==> config.mk <==
export PLATFORM = sky130hd
export DESIGN_NAME = gpio_bank_regs
export DESIGN_NICKNAME = d
export VERILOG_FILES = /design/src/rtl/gpio_regs_pkg.sv /design/src/rtl/gpio_sync2.sv /design/src/rtl/gpio_key_arm.sv /design/src/rtl/gpio_bank.sv /design/src/rtl/gpio_bank_regs.sv
export SDC_FILE = /design/constraint.sdc
export NUM_CORES = 1
export LEC_CHECK = 0
export ABC_AREA = 1
export BUFFER_PORTS_ARGS = -buffer_cell sky130_fd_sc_hd__buf_4
export CORE_MARGIN = 3
export CORE_UTILIZATION = 47
export CTS_CLUSTER_DIAMETER = 60
export DETAILED_ROUTE_END_ITERATION = 12
export PLACE_DENSITY = 0.76
export SLEW_MARGIN = 25
export SYNTH_ARGS = -nofsm -noshare
export SYNTH_HDL_FRONTEND = slang
export SYNTH_SLANG_ARGS = --single-unit
==> constraint.sdc <==
create_clock -name clk_i -period 1.5 [get_ports clk_i]
set_input_delay 0.15 -clock clk_i [delete_from_list [all_inputs] [get_ports clk_i]]
set_output_delay 0.15 -clock clk_i [all_outputs]
set_load 0.005 [all_outputs]
==> src/rtl/gpio_regs_pkg.sv <==
package gpio_regs_pkg;
  localparam int PINS_PER_BANK = 32;
  localparam int MAX_BANKS     = 8;
  localparam int CTRL_BASE     = 'h100;
  localparam int LOCK_BASE     = 'h500;
  localparam int KEY_ADDR      = 'h520;
  localparam logic [31:0] KEY_WORD = 32'h00A5_A501;

  // bank register group, address bits [7:5] below CTRL_BASE
  typedef enum logic [2:0] {
    GRP_OUT = 3'd0,
    GRP_IN  = 3'd1,
    GRP_SET = 3'd2,
    GRP_CLR = 3'd3
  } grp_e;
endpackage

==> src/rtl/gpio_sync2.sv <==
module gpio_sync2 #(
  parameter int W = 32
) (
  input  logic         clk_i,
  input  logic         rst_ni,
  input  logic [W-1:0] d_i,
  output logic [W-1:0] q_o
);
  logic [W-1:0] s1_q, s2_q;

  always_ff @(posedge clk_i or negedge rst_ni) begin
    if (!rst_ni) begin
      s1_q <= '0;
      s2_q <= '0;
    end else begin
      s1_q <= d_i;
      s2_q <= s1_q;
    end
  end

  assign q_o = s2_q;
endmodule

==> src/rtl/gpio_key_arm.sv <==
module gpio_key_arm (
  input  logic clk_i,
  input  logic rst_ni,
  input  logic wr_i,      // any bus write this cycle
  input  logic key_ok_i,  // that write is the correct key
  output logic armed_o
);
  logic armed_q;

  // every write re-evaluates: only a key write leaves the port armed
  always_ff @(posedge clk_i or negedge rst_ni) begin
    if (!rst_ni)   armed_q <= 1'b0;
    else if (wr_i) armed_q <= key_ok_i;
  end

  assign armed_o = armed_q;
endmodule

==> src/rtl/gpio_bank.sv <==
module gpio_bank #(
  parameter int W = 32
) (
  input  logic         clk_i,
  input  logic         rst_ni,
  input  logic         set_we_i,
  input  logic         clr_we_i,
  input  logic         lock_we_i,
  input  logic [W-1:0] ctrl_we_i,
  input  logic         ctrl_dir_i,
  input  logic [W-1:0] wdata_i,
  input  logic [W-1:0] pad_in_i,
  output logic [W-1:0] out_o,
  output logic [W-1:0] dir_o,
  output logic [W-1:0] lock_o,
  output logic [W-1:0] in_o
);
  logic [W-1:0] out_q, dir_q, lock_q;
  logic [W-1:0] free, hit, dir_upd;

  assign free    = ~lock_q;
  assign hit     = wdata_i & free;
  assign dir_upd = ctrl_we_i & free;

  always_ff @(posedge clk_i or negedge rst_ni) begin
    if (!rst_ni) begin
      out_q  <= '0;
      dir_q  <= '1;
      lock_q <= '1;
    end else begin
      if (set_we_i)      out_q <= out_q | hit;
      else if (clr_we_i) out_q <= out_q & ~hit;
      dir_q <= (dir_q & ~dir_upd) | ({W{ctrl_dir_i}} & dir_upd);
      if (lock_we_i) lock_q <= wdata_i;
    end
  end

  gpio_sync2 #(.W(W)) u_sync (
    .clk_i (clk_i),
    .rst_ni(rst_ni),
    .d_i   (pad_in_i),
    .q_o   (in_o)
  );

  assign out_o  = out_q;
  assign dir_o  = dir_q;
  assign lock_o = lock_q;
endmodule

==> src/rtl/gpio_bank_regs.sv <==
module gpio_bank_regs
  import gpio_regs_pkg::*;
#(
  parameter int NBANKS = 2,
  parameter int ADDR_W = 12
) (
  input  logic                         clk_i,
  input  logic                         rst_ni,
  input  logic                         req_i,
  input  logic                         we_i,
  input  logic [ADDR_W-1:0]            addr_i,
  input  logic [31:0]                  wdata_i,
  output logic                         rvalid_o,
  output logic [31:0]                  rdata_o,
  input  logic [PINS_PER_BANK*NBANKS-1:0] pad_in_i,
  output logic [PINS_PER_BANK*NBANKS-1:0] pad_out_o,
  output logic [PINS_PER_BANK*NBANKS-1:0] pad_oe_o
);
  localparam int NPINS = PINS_PER_BANK * NBANKS;
  localparam int PIN_W = $clog2(NPINS);

  logic             is_wr, is_rd;
  logic             lo_hit, ctrl_hit, lock_hit, key_hit;
  grp_e             grp;
  logic [2:0]       bsel;
  logic [PIN_W-1:0] pin_idx;
  logic [NPINS-1:0] ctrl_we, dir_all, lock_all;
  logic             armed;
  logic [31:0]      out_b  [MAX_BANKS];
  logic [31:0]      in_b   [MAX_BANKS];
  logic [31:0]      lock_b [MAX_BANKS];
  logic [31:0]      rd_val, rdata_q;
  logic             rvalid_q;

  assign is_wr    = req_i & we_i;
  assign is_rd    = req_i & ~we_i;
  assign grp      = grp_e'(addr_i[7:5]);
  assign bsel     = addr_i[4:2];
  assign lo_hit   = int'(addr_i) < CTRL_BASE;
  assign ctrl_hit = int'(addr_i) >= CTRL_BASE && int'(addr_i) < CTRL_BASE + 4 * NPINS;
  assign lock_hit = (int'(addr_i) >> 5) == (LOCK_BASE >> 5);
  assign key_hit  = int'(addr_i) == KEY_ADDR;
  assign pin_idx  = PIN_W'((int'(addr_i) - CTRL_BASE) >> 2);
  assign ctrl_we  = (is_wr && ctrl_hit) ? (NPINS'(1) << pin_idx) : '0;

  gpio_key_arm u_key (
    .clk_i   (clk_i),
    .rst_ni  (rst_ni),
    .wr_i    (is_wr),
    .key_ok_i(key_hit && wdata_i == KEY_WORD),
    .armed_o (armed)
  );

  for (genvar b = 0; b < MAX_BANKS; b++) begin : g_bank
    if (b < NBANKS) begin : g_on
      localparam int LO = b * PINS_PER_BANK;
      logic [31:0] dir_q;
      gpio_bank #(.W(PINS_PER_BANK)) u_bank (
        .clk_i     (clk_i),
        .rst_ni    (rst_ni),
        .set_we_i  (is_wr && lo_hit && grp == GRP_SET && int'(bsel) == b),
        .clr_we_i  (is_wr && lo_hit && grp == GRP_CLR && int'(bsel) == b),
        .lock_we_i (is_wr && lock_hit && armed && int'(bsel) == b),
        .ctrl_we_i (ctrl_we[LO +: PINS_PER_BANK]),
        .ctrl_dir_i(wdata_i[0]),
        .wdata_i   (wdata_i),
        .pad_in_i  (pad_in_i[LO +: PINS_PER_BANK]),
        .out_o     (out_b[b]),
        .dir_o     (dir_q),
        .lock_o    (lock_b[b]),
        .in_o      (in_b[b])
      );
      assign dir_all[LO +: PINS_PER_BANK]   = dir_q;
      assign lock_all[LO +: PINS_PER_BANK]  = lock_b[b];
      assign pad_out_o[LO +: PINS_PER_BANK] = out_b[b];
    end else begin : g_off
      assign out_b[b]  = '0;
      assign in_b[b]   = '0;
      assign lock_b[b] = '0;
    end
  end

  assign pad_oe_o = ~dir_all;

  always_comb begin
    rd_val = '0;
    if (lo_hit) begin
      case (grp)
        GRP_OUT: rd_val = out_b[bsel];
        GRP_IN:  rd_val = in_b[bsel];
        default: rd_val = '0;
      endcase
    end else if (ctrl_hit) begin
      rd_val = {31'b0, dir_all[pin_idx]};
    end else if (lock_hit) begin
      rd_val = lock_b[bsel];
    end
  end

  always_ff @(posedge clk_i or negedge rst_ni) begin
    if (!rst_ni) begin
      rvalid_q <= 1'b0;
      rdata_q  <= '0;
    end else begin
      rvalid_q <= is_rd;
      if (is_rd) rdata_q <= rd_val;
    end
  end

  assign rvalid_o = rvalid_q;
  assign rdata_o  = rdata_q;
endmodule

==> results of run 1 <==
==> cells by family after synthesis <==
| kind of cell | Yosys count |
|---|---|
| buffers and inverters | 339 |
| AO/OA/AOI/OAI | 414 |
| AND/OR/NAND/NOR | 514 |
| multiplexers | 13 |
| flip-flops | 354 |
==> layout by cell type, fill, tap and decap left out, types with 22 or more instances in the layout <==
cell           count
buf_4            366
inv_1            233
nand2_1          293
nor2_1            48
nand3_1           79
nand4_1           46
o22ai_1           63
dfstp_2          128
a22oi_1           95
dlygate4sd3_1     97
o21ai_1           53
dfrtp_1          226
clkbuf_16         41
o21ai_0          188
inv_2             22
==> cell type report <==
class / count / share of cell area, %
multi-input cells: 941 / 23.3
diodes: 1 / 0.0119
flip-flops and latches: 354 / 42.7
clock buffers: 54 / 5.38
clock inverters: 15 / 0.872
well taps: 402 / 2.38
inverters: 258 / 4.59
repair buffers: 505 / 20.8
==> critical path, stage by stage (launching register included) <==
cell     delay, ns
dfstp_2       0.51
inv_1         0.08
nor2_1        0.11
nor2_1        0.05
nand3_1       0.13
nand3_2       0.09
nand2_2       0.08
nand2_1       0.05
nand2_1       0.06
inv_1         0.04
nand2_1       0.06
nand2_2       0.08
nand3_4       0.10
nand2_2       0.06
inv_2         0.04
==> how the worst min path moves through the flow <==
stage          slack, ns  startpoint  cells past startpoint                               endpoint
3_3_place_gp        0.06      rst_ni                      1  g_bank[1].g_on.u_bank.u_sync.s1_q[19]
6_report            0.06       req_i                      4                               rvalid_o
5_1_grt             0.07   addr_i[0]                      5                          u_key.armed_o
4_1_cts             0.03       req_i                      4                               rvalid_o
3_5_place_dp        0.06      rst_ni                      1  g_bank[1].g_on.u_bank.u_sync.s1_q[19]
2_1_floorplan      -0.15      rst_ni                      0             asynchronous set/reset pin
==> repair_timing <==
| action | CTS | global route |
|---|---|---|
| gates resized for setup | 29 | 37 |
| hold buffers | 97 | 0 |
| endpoints found under the setup margin | 14 | 76 |
| pin swaps | 13 | 22 |
| hold endpoints to repair | 419 | 0 |
| setup buffers | 1 | 2 |
==> power groups by stage <==
stage / sequential, mW / combinational, mW / clock (mW)
after floorplan: 10.0 / 0.485 / 0
after global placement: 10.0 / 1.40 / 0
after detailed placement: 10.0 / 1.41 / 0
after CTS: 9.86 / 1.63 / 9.86
after global routing: 9.88 / 1.81 / 10.3
final: 9.87 / 1.68 / 9.79
==> synthesized netlist by cell type <==
library cell	count	area (µm²)
a21oi_1	7	35.0
buf_6	2	22.5
nor2_2	4	25.0
inv_2	6	22.5
nand2_2	3	18.8
nor3_1	5	25.0
or2_2	2	12.5
o21ai_2	1	8.76
o21ai_4	1	16.3
nor2_4	3	33.8
o21a_1	1	7.51
buf_4	6	45.0
nor2_1	49	184
mux2i_1	13	130
clkinv_1	3	11.3
nor3_2	1	10.0
clkbuf_1	43	161
o21ai_0	201	1010
nor4_1	12	75.1
dfrtp_1	226	5660
nand3_1	85	425
nand2_1	298	1120
nand4_1	46	288
nor3_4	1	16.3
nand3_2	2	20.0
buf_1	5	18.8
a22oi_1	95	713
dfstp_2	128	3360
o22ai_1	63	394
o21ai_1	45	225
nor4_2	3	37.5
inv_1	249	935
buf_2	25	125
==> stage by stage <==
| step | instances | hold WS (ns) | TNS [ns] | power, mW | utilization (%) |
|---|---|---|---|---|---|
| CTS | 2527 | 0.0252 | -0.0769 | 21.3 | 66.2 |
| finish | 2530 | 0.0590 | -0.0888 | 21.3 | 66.5 |
| global placement | 2362 | 0.0613 | -22.48 | 11.4 | 58.8 |
| global route | 2530 | 0.0721 | -0.188 | 22.0 | 66.5 |
| detailed placement | 2362 | 0.0634 | -35.72 | 11.4 | 58.8 |
| floorplan | 1634 | -0.146 | 0 | 10.5 | - |
==> metal layers <==
layer / share of wire [%] / vias to the layer above / global-route usage, %
li1: - / 6380 / -
met1: 42 / 6871 / 43.0
met2: 46 / 788 / 46.6
met3: 9.7 / 118 / 6.14
met4: 3.0 / 0 / 8.91
met5: 0 / - / 0
==> reports/metrics.csv, run 1 <==
stage,metric,value,unit
power,IR Drop Worst-Case VDD,1.10,mV
cells_and_area,nets,2211,
synthesis,compound-gate portion of the synthesized area,15.8,%
cts,worst-skew pair later-pin latency,0.53,ns
synthesis,sequential element share of the synthesized area,59.4,%
power,Internal Power,16.4,mW
synthesis,warnings from Yosys,0,
detailed_routing,Via density,5.60,
grt,largest net degree at the start of global routing,65,
grt,global-route wire length before repair,79.2,mm
synthesis,Post-Synth Adder-Cell Area,0,%
detailed_routing,antenna-violating nets left,0,
timing,Final Slew Violations,0,
cts,Sinks on Clock Net,354,
synthesis,Avg Synthesized Cell Area,9.29,µm²
grt,"Remaining Overflow, GRT",0,
synthesis,Unique masters post-synth,33,
worst_setup_path,crit path to,rdata_o[0],
power,switching share of power,23.3,%
grt,antenna violations before repair,1,
synthesis,Mapped Area,0.0152,mm²
worst_hold_path,Hold Path Class,primary input to flip-flop,
detailed_routing,DRT iter0 DRCs,1683,
synthesis,xor/xnor share of the synthesized area,0,%
cells_and_area,multi-input logic area,0.00491,mm²
place,DP HPWL,37.5,mm
timing,Clock Skew,0.0125,ns
timing,Final WS setup,-0.0888,ns
detailed_routing,Remaining DRCs,0,
status,violated checks,setup timing,
timing,slew at the pin closest to its max-slew limit,0.534,ns
detailed_routing,DRT Pass-1 Iters,6,
floorplanning,row count,65,
worst_setup_path,required time of the worst setup path,1.98,ns
timing,Tmin final,1.59,ns
worst_setup_path,reg2reg setup slack,-0.09,ns
synthesis,Synthesized Nets,1746,
worst_setup_path,CP Class,flip-flop to flip-flop,
worst_setup_path,CP Capture Type,flip-flop,
cells_and_area,Area Overhead vs Synth,39.0,%
power,Psw,4.97,mW
timing,Rel. slew slack,64.4,%
place,pre-CTS setup slack,-0.408,ns
timing,Tcrit/Tclk final,106,%
cts,clk buf depth,3,
synthesis,main combinational cell family by area after synthesis,compound AO/OA/AOI/OAI gates,
grt,total track usage,30.0,%
place,post-place instance area,0.0186,mm²
timing,Max Freq,629,MHz
power,Sequential Power Share,46.2,%
cts,Clock Root Buffer,clkbuf_16,
synthesis,mux share of post-synthesis cell area,0.857,%
cells_and_area,fin area,0.0211,mm²
floorplanning,Die Outline Area,0.0345,mm²
place,routability cong.,1.01,
cts,clock buffer count from CTS,39,
timing,final setup fails,1,
synthesis,#FFs+latches synth,354,
floorplanning,die width,186,µm
worst_setup_path,Crit Path Max Fanout,3,
worst_setup_path,worst reg2reg path endpoint,rdata_o[0],
worst_setup_path,CP Launch Type,flip-flop,
status,outcome,"finished, violations left",
detailed_routing,DRT Wirelength,52.5,mm
detailed_routing,Vias,14200,
power,Clk network pwr share,45.9,%
cts,H-tree lvl count,2,
power,Pwr per Cell Area,1010,mW/mm²
grt,vias in the first global route,13700,
synthesis,Synth Area in Simple Gates,15.1,%
detailed_routing,routed length per instance,20.8,µm
power,P_leak,9.70,nW
cts,CTS tree,built,
floorplanning,Initial Utilization,47.9,%
floorplanning,Die H,186,µm
place,IO Port Bufs,272,
cells_and_area,share of layout cells above drive strength 1,30.9,%
timing,RSZ-0062 raised after global routing,true,
cts,Worst-path clk slew,0.07,ns
synthesis,post-synthesis cell count,1634,
worst_setup_path,Worst EP arrival,2.07,ns
floorplanning,IO Pins,273,
floorplanning,core area,0.0317,mm²
cells_and_area,Sequential Area,0.00902,mm²
power,Comb pwr share,7.9,%
worst_setup_path,R2R depth,14,
cells_and_area,number of fill cells in the layout,2472,
run,max-capacitance violation count,0,
timing,"Hold Vio Cnt, Final",0,
(Power assumes the default switching activity.)
==> run 2: changes to the inputs <==
--- a/config.mk
+++ b/config.mk
@@ -12,6 +12,7 @@
 export CTS_CLUSTER_DIAMETER = 60
 export DETAILED_ROUTE_END_ITERATION = 12
 export PLACE_DENSITY = 0.76
+export SKIP_CTS_REPAIR_TIMING = 1
 export SLEW_MARGIN = 25
 export SYNTH_ARGS = -nofsm -noshare
 export SYNTH_HDL_FRONTEND = slang
==> run 2 against run 1 <==
The run ends with hold timing, setup timing left. Sequential share of layout area barely moved. Global-route usage down 1.3 points. First-iteration DRC count up 3.7%. Fmax fell by 2.4%. Sequential power barely moved. Core utilization about the same.
==> reports/metrics.csv, run 2 (synthesized netlist as in run 1, its figures left out) <==
stage,metric,value,unit
timing,Clock Skew,0.00992,ns
detailed_routing,DRT Wirelength,52.3,mm
timing,Tcrit/Tclk final,109,%
place,DP HPWL,37.5,mm
cells_and_area,nets,2211,
detailed_routing,Vias,14100,
worst_setup_path,worst reg2reg path endpoint,rdata_o[0],
detailed_routing,Via density,5.59,
timing,Hold Slack,-0.00768,ns
floorplanning,Initial Utilization,47.9,%
place,IO Port Bufs,272,
grt,"Remaining Overflow, GRT",0,
cts,worst-skew pair later-pin latency,0.53,ns
floorplanning,IO Pins,273,
timing,Tmin final,1.63,ns
timing,Rel. slew slack,64.7,%
grt,total track usage,28.7,%
detailed_routing,DRT Pass-1 Iters,6,
worst_setup_path,CP Capture Type,flip-flop,
power,total power,21.3,mW
cts,H-tree lvl count,2,
cells_and_area,Area Overhead vs Synth,38.9,%
power,IR Drop Worst-Case VDD,0.992,mV
grt,global-route wire length before repair,75.7,mm
detailed_routing,DRT iter0 DRCs,1745,
grt,antenna violations before repair,1,
floorplanning,Die Outline Area,0.0345,mm²
cts,clock buffer count from CTS,39,
cts,Worst-path clk slew,0.06,ns
power,Pwr per Cell Area,1010,mW/mm²
worst_setup_path,required time of the worst setup path,1.98,ns
cts,Clock Root Buffer,clkbuf_16,
floorplanning,core area,0.0317,mm²
status,violated checks,"hold timing, setup timing",
place,routability cong.,1.01,
grt,largest net degree at the start of global routing,65,
worst_setup_path,R2R depth,14,
floorplanning,die width,186,µm
timing,RSZ-0062 raised after global routing,true,
floorplanning,Die H,186,µm
timing,Final WS setup,-0.128,ns
worst_setup_path,CP Class,flip-flop to flip-flop,
cts,CTS tree,built,
worst_hold_path,Worst Hold Launch,wdata_i[16],
cells_and_area,Layout Utilization,66.5,%
cells_and_area,most frequent cells in the layout,"buf_4 (365), nand2_1 (294), inv_1 (232)",
detailed_routing,antenna-violating nets left,0,
worst_hold_path,hold path depth,3,
cts,clk buf depth,3,
cells_and_area,share of layout cells above drive strength 1,30.9,%
floorplanning,row count,65,
cells_and_area,"commonest non-fill, non-tap cell in the layout",buf_4,
worst_setup_path,Worst EP arrival,2.11,ns
worst_setup_path,Crit Path Max Fanout,3,
worst_hold_path,WHS Endpoint,g_bank[1].g_on.u_bank.lock_o[16],
detailed_routing,Remaining DRCs,0,
run,max-capacitance violation count,0,
timing,final setup fails,1,
cts,Sinks on Clock Net,354,
power,P_leak,9.69,nW
detailed_routing,routed length per instance,20.7,µm
place,pre-CTS setup slack,-0.408,ns
grt,vias in the first global route,12900,
worst_setup_path,reg2reg setup slack,-0.13,ns
timing,Final Slew Violations,0,
timing,"Hold Vio Cnt, Final",1,
timing,sum of negative setup slack,-0.128,ns
worst_setup_path,CP Launch Type,flip-flop,
timing,Max Freq,614,MHz
status,outcome,"finished, violations left",
worst_hold_path,Hold Path Class,primary input to flip-flop,
timing,slew at the pin closest to its max-slew limit,0.530,ns
[run 2: power by group]
part	internal, mW	total, mW	switching [mW]
Combinational	0.730	1.67	0.943
Sequential	9.79	9.87	0.0794
Clock	5.84	9.76	3.92
[run 2: critical path, stage by stage, from the launching register on]
cell and delay [ns]:
dfstp_2 0.51, inv_1 0.08, nor2_1 0.11, nor2_1 0.05, nand3_1 0.13, nand3_2 0.10
nand2_2 0.09, nand2_1 0.05, nand2_1 0.05, inv_1 0.04, nand2_1 0.06, nand2_2 0.09
nand3_4 0.12, nand2_2 0.07, inv_2 0.04
[run 2: area by class of cell]
class                           count  area, µm²
Fill cell                        2469      10600
Multi-Input combinational cell    941       4900
Clock buffer                       54       1130
Sequential cell                   354       9020
Antenna cell                        2       5.00
Tap cell                          402        503
Inverter                          258        968
Timing Repair Buffer              505       4380
Clock inverter                     15        184
[run 2: worst max path at each step]
stage               from         end  slack [ns]  depth (start not counted)
2_1_floorplan  addr_i[2]   flip-flop        0.03                         10
4_1_cts        flip-flop  rdata_o[0]       -0.23                         14
6_report       flip-flop  rdata_o[0]       -0.13                         14
3_5_place_dp   addr_i[3]  rdata_o[0]       -0.41                         14
3_3_place_gp   addr_i[3]  rdata_o[0]       -0.41                         14
5_1_grt        flip-flop  rdata_o[0]       -0.21                         14
[run 2: per-stage QoR]
stage          instance area (µm²)  std cells
2_1_floorplan                15200       1634
4_1_cts                      20000       2431
3_3_place_gp                 18600       2362
5_1_grt                      21100       2530
3_5_place_dp                 18600       2362
6_report                     21100       2531
[run 2: routing by layer]
layer | GRT usage, % | part of all wire (%)
met5 | 0 | 0
met4 | 9.09 | 3.2
met3 | 6.20 | 10
met2 | 43.0 | 45
met1 | 42.0 | 41
==> run 3: changes to the inputs <==
--- a/config.mk
+++ b/config.mk
@@ -5,7 +5,6 @@
 export SDC_FILE = /design/constraint.sdc
 export NUM_CORES = 1
 export LEC_CHECK = 0
-export ABC_AREA = 1
 export BUFFER_PORTS_ARGS = -buffer_cell sky130_fd_sc_hd__buf_4
 export CORE_MARGIN = 3
 export CORE_UTILIZATION = 47
==> run 3 against run 2 <==
The flow finishes with violations (setup timing). Design area increased by 4.0%. First-iteration DRC count decreased by 43%. Sequential cell count is the same. Largest cell class unchanged. Highest routed layer unchanged.
==> reports/metrics.csv, run 3 <==
stage,metric,value,unit
status,outcome,"finished, violations left",
status,violated checks,setup timing,
timing,Tcrit/Tclk final,114,%
place,IO Port Bufs,272,
power,switching share of power,23.1,%
timing,Final WS setup,-0.210,ns
worst_setup_path,Bufs and invs on worst path,0,
cells_and_area,multi-input logic area,0.00641,mm²
worst_setup_path,worst reg2reg path endpoint,rdata_o[0],
synthesis,Yosys top cell by area,dfrtp_1,
detailed_routing,max layer used,met4,
place,routability cong.,0.930,
grt,global-route wire length before repair,68.5,mm
cells_and_area,share of layout cells above drive strength 1,49.1,%
timing,slew at the pin closest to its max-slew limit,0.461,ns
worst_hold_path,Hold Path Class,primary input to asynchronous set/reset pin,
synthesis,sequential element share of the synthesized area,59.5,%
worst_setup_path,CP max stage delay,0.42,ns
synthesis,number of flops mapped to enable cells by yosys,0,
worst_setup_path,cell count along the critical path,5,
grt,total track usage,26.1,%
timing,sum of negative setup slack,-5.09,ns
detailed_routing,DRT Pass-1 Iters,5,
cells_and_area,fin area,0.0219,mm²
cells_and_area,Layout Utilization,69.4,%
timing,Final Slew Violations,0,
synthesis,predominant post-synthesis flop cell,dfrtp_1,
cells_and_area,"commonest non-fill, non-tap cell in the layout",buf_4,
synthesis,top post-synthesis cells by count,"dfrtp_1 (226), dfstp_2 (128), mux2_2 (114)",
power,Internal Power,16.8,mW
detailed_routing,Metal-1 WL,20.5,mm
worst_setup_path,"Cell Chain, Critical Path",mux2i_2 > o22ai_1 > a221o_1 > a2111oi_4 > a21oi_1,
worst_setup_path,R2R depth,5,
grt,"Remaining Overflow, GRT",0,
worst_setup_path,Crit Path Max Fanout,2,
grt,antenna violations before repair,1,
cells_and_area,final non-filler cell total,2145,
timing,final setup fails,48,
detailed_routing,antenna-violating nets left,0,
power,Pwr per Cell Area,998,mW/mm²
worst_setup_path,CP Class,flip-flop to flip-flop,
cts,clk buf depth,3,
run,max-capacitance violation count,0,
place,post-place instance area,0.0189,mm²
cts,Worst-path clk slew,0.07,ns
synthesis,warnings from Yosys,0,
worst_setup_path,slowest cell on the critical path,a221o_1,
cells_and_area,nets,1824,
synthesis,top-count cell post-synth,dfrtp_1,
cts,worst-skew pair later-pin latency,0.54,ns
synthesis,Async SR Flop Fraction,100,%
worst_setup_path,Worst EP arrival,2.10,ns
floorplanning,die width,186,µm
detailed_routing,WL met3,4.27,mm
detailed_routing,DRT iter0 DRCs,999,
worst_setup_path,reg2reg setup slack,-0.21,ns
worst_setup_path,Worst path top cell family by delay,compound AO/OA/AOI/OAI gates,
worst_setup_path,reg-to-reg startpoint,g_bank[0].g_on.u_bank.u_sync.q_o[0],
timing,Max Freq,585,MHz
floorplanning,Die H,186,µm
timing,Rel. slew slack,69.2,%
detailed_routing,Via density,5.66,
timing,Tmin final,1.71,ns
floorplanning,Die Outline Area,0.0344,mm²
cells_and_area,Area Overhead vs Synth,44.8,%
place,pre-CTS setup slack,-0.602,ns
worst_setup_path,required time of the worst setup path,1.89,ns
detailed_routing,metal2 WL,23.2,mm
power,Psw,5.07,mW
power,IR Drop Worst-Case VDD,0.985,mV
power,Comb pwr share,8.5,%
detailed_routing,Vias,12100,
synthesis,Synthesized Nets,1350,
floorplanning,Initial Utilization,47.9,%
floorplanning,IO Pins,273,
place,placed cells,1963,
synthesis,top post-synthesis cells by area,"dfrtp_1 (37%), dfstp_2 (22%), mux2_2 (8.5%)",
worst_setup_path,crit path to,rdata_o[0],
grt,vias in the first global route,11300,
cells_and_area,most frequent cells in the layout,"buf_4 (373), dfrtp_1 (226), dfstp_2 (128)",
power,total power,21.9,mW
timing,Hold Slack,0.0751,ns
cts,clock buffer count from CTS,38,
floorplanning,core area,0.0316,mm²
synthesis,#FFs+latches synth,354,
timing,"Hold Vio Cnt, Final",0,
power,Clk network pwr share,45.7,%
place,DP HPWL,33.6,mm
timing,Clock Skew,0.0166,ns
worst_setup_path,CP Launch Point,g_bank[0].g_on.u_bank.u_sync.q_o[0],
synthesis,Mapped Area,0.0151,mm²
cells_and_area,Sequential Area,0.00902,mm²
cts,Sinks on Clock Net,354,
synthesis,Avg Synthesized Cell Area,12.2,µm²
floorplanning,row count,65,
worst_setup_path,CP Capture Type,flip-flop,
grt,largest net degree at the start of global routing,87,
detailed_routing,DRT Wirelength,49.6,mm
power,Sequential Power Share,45.8,%
detailed_routing,routed length per instance,23.1,µm
synthesis,post-synth top area share,37.3,%
worst_setup_path,CP Launch Type,flip-flop,
timing,RSZ-0062 raised after global routing,true,
cells_and_area,number of fill cells in the layout,2129,
cts,Clock Root Buffer,clkbuf_16,
synthesis,post-synthesis cell count,1238,
power,P_leak,10.1,nW
synthesis,Unique masters post-synth,47,
cts,H-tree lvl count,2,
cts,CTS tree,built,
detailed_routing,Remaining DRCs,0,
## run 3: cell count changes in the layout (fill, tap and decap cells not counted), sizes merged, moves of 77 or more
cell / change
a22oi: -93
mux2: +144
nand3: -77
o21ai: -142
inv: -184
nand2: -229
## run 3: how the worst min path moves through the flow
stage | slack, ns | cells after the start | end
2_1_floorplan | -0.15 | 0 | asynchronous set/reset pin
3_3_place_gp | 0.02 | 1 | asynchronous set/reset pin
3_5_place_dp | 0.02 | 1 | asynchronous set/reset pin
4_1_cts | -0.54 | 1 | asynchronous set/reset pin
5_1_grt | 0.07 | 2 | asynchronous set/reset pin
6_report | 0.08 | 2 | asynchronous set/reset pin
## run 3: cells by family (layout without fill, tap and decap cells)
kind of cell / Yosys count / in the layout / synth area share, %
and+or+nand+nor: 328 / 329 / 11.2
muxes: 229 / 229 / 17.8
buffers and inverters: 139 / 642 / 3.90
AOI/OAI and AO/OA: 188 / 188 / 7.53
DFF: 354 / 354 / 59.5
other: 0 / 1 / 0
## run 3: routing by layer
layer	vias to the layer above	GRT usage, %
li1	5351	-
met5	-	0
met1	6075	37.7
met4	0	6.79
met2	603	40.4
met3	117	6.00
## run 3: final cells by class
type | count | share of cell area, %
tap | 402 | 2.29
clock inverter | 21 | 1.28
multi-input combinational | 746 | 29.2
antenna | 1 | 0.0114
sequential | 354 | 41.1
timing repair buffer | 505 | 20.0
inverter | 67 | 1.15
clock buffer | 49 | 4.89
## run 3: power groups by stage
stage / Clock [mW] / Sequential, mW / Combinational, mW
detailed placement: 0 / 10.2 / 1.58
global route: 10.5 / 10.0 / 2.01
global placement: 0 / 10.2 / 1.56
CTS: 10.0 / 10.0 / 1.59
floorplan: 0 / 10.2 / 0.561
finish: 10.0 / 10.0 / 1.87
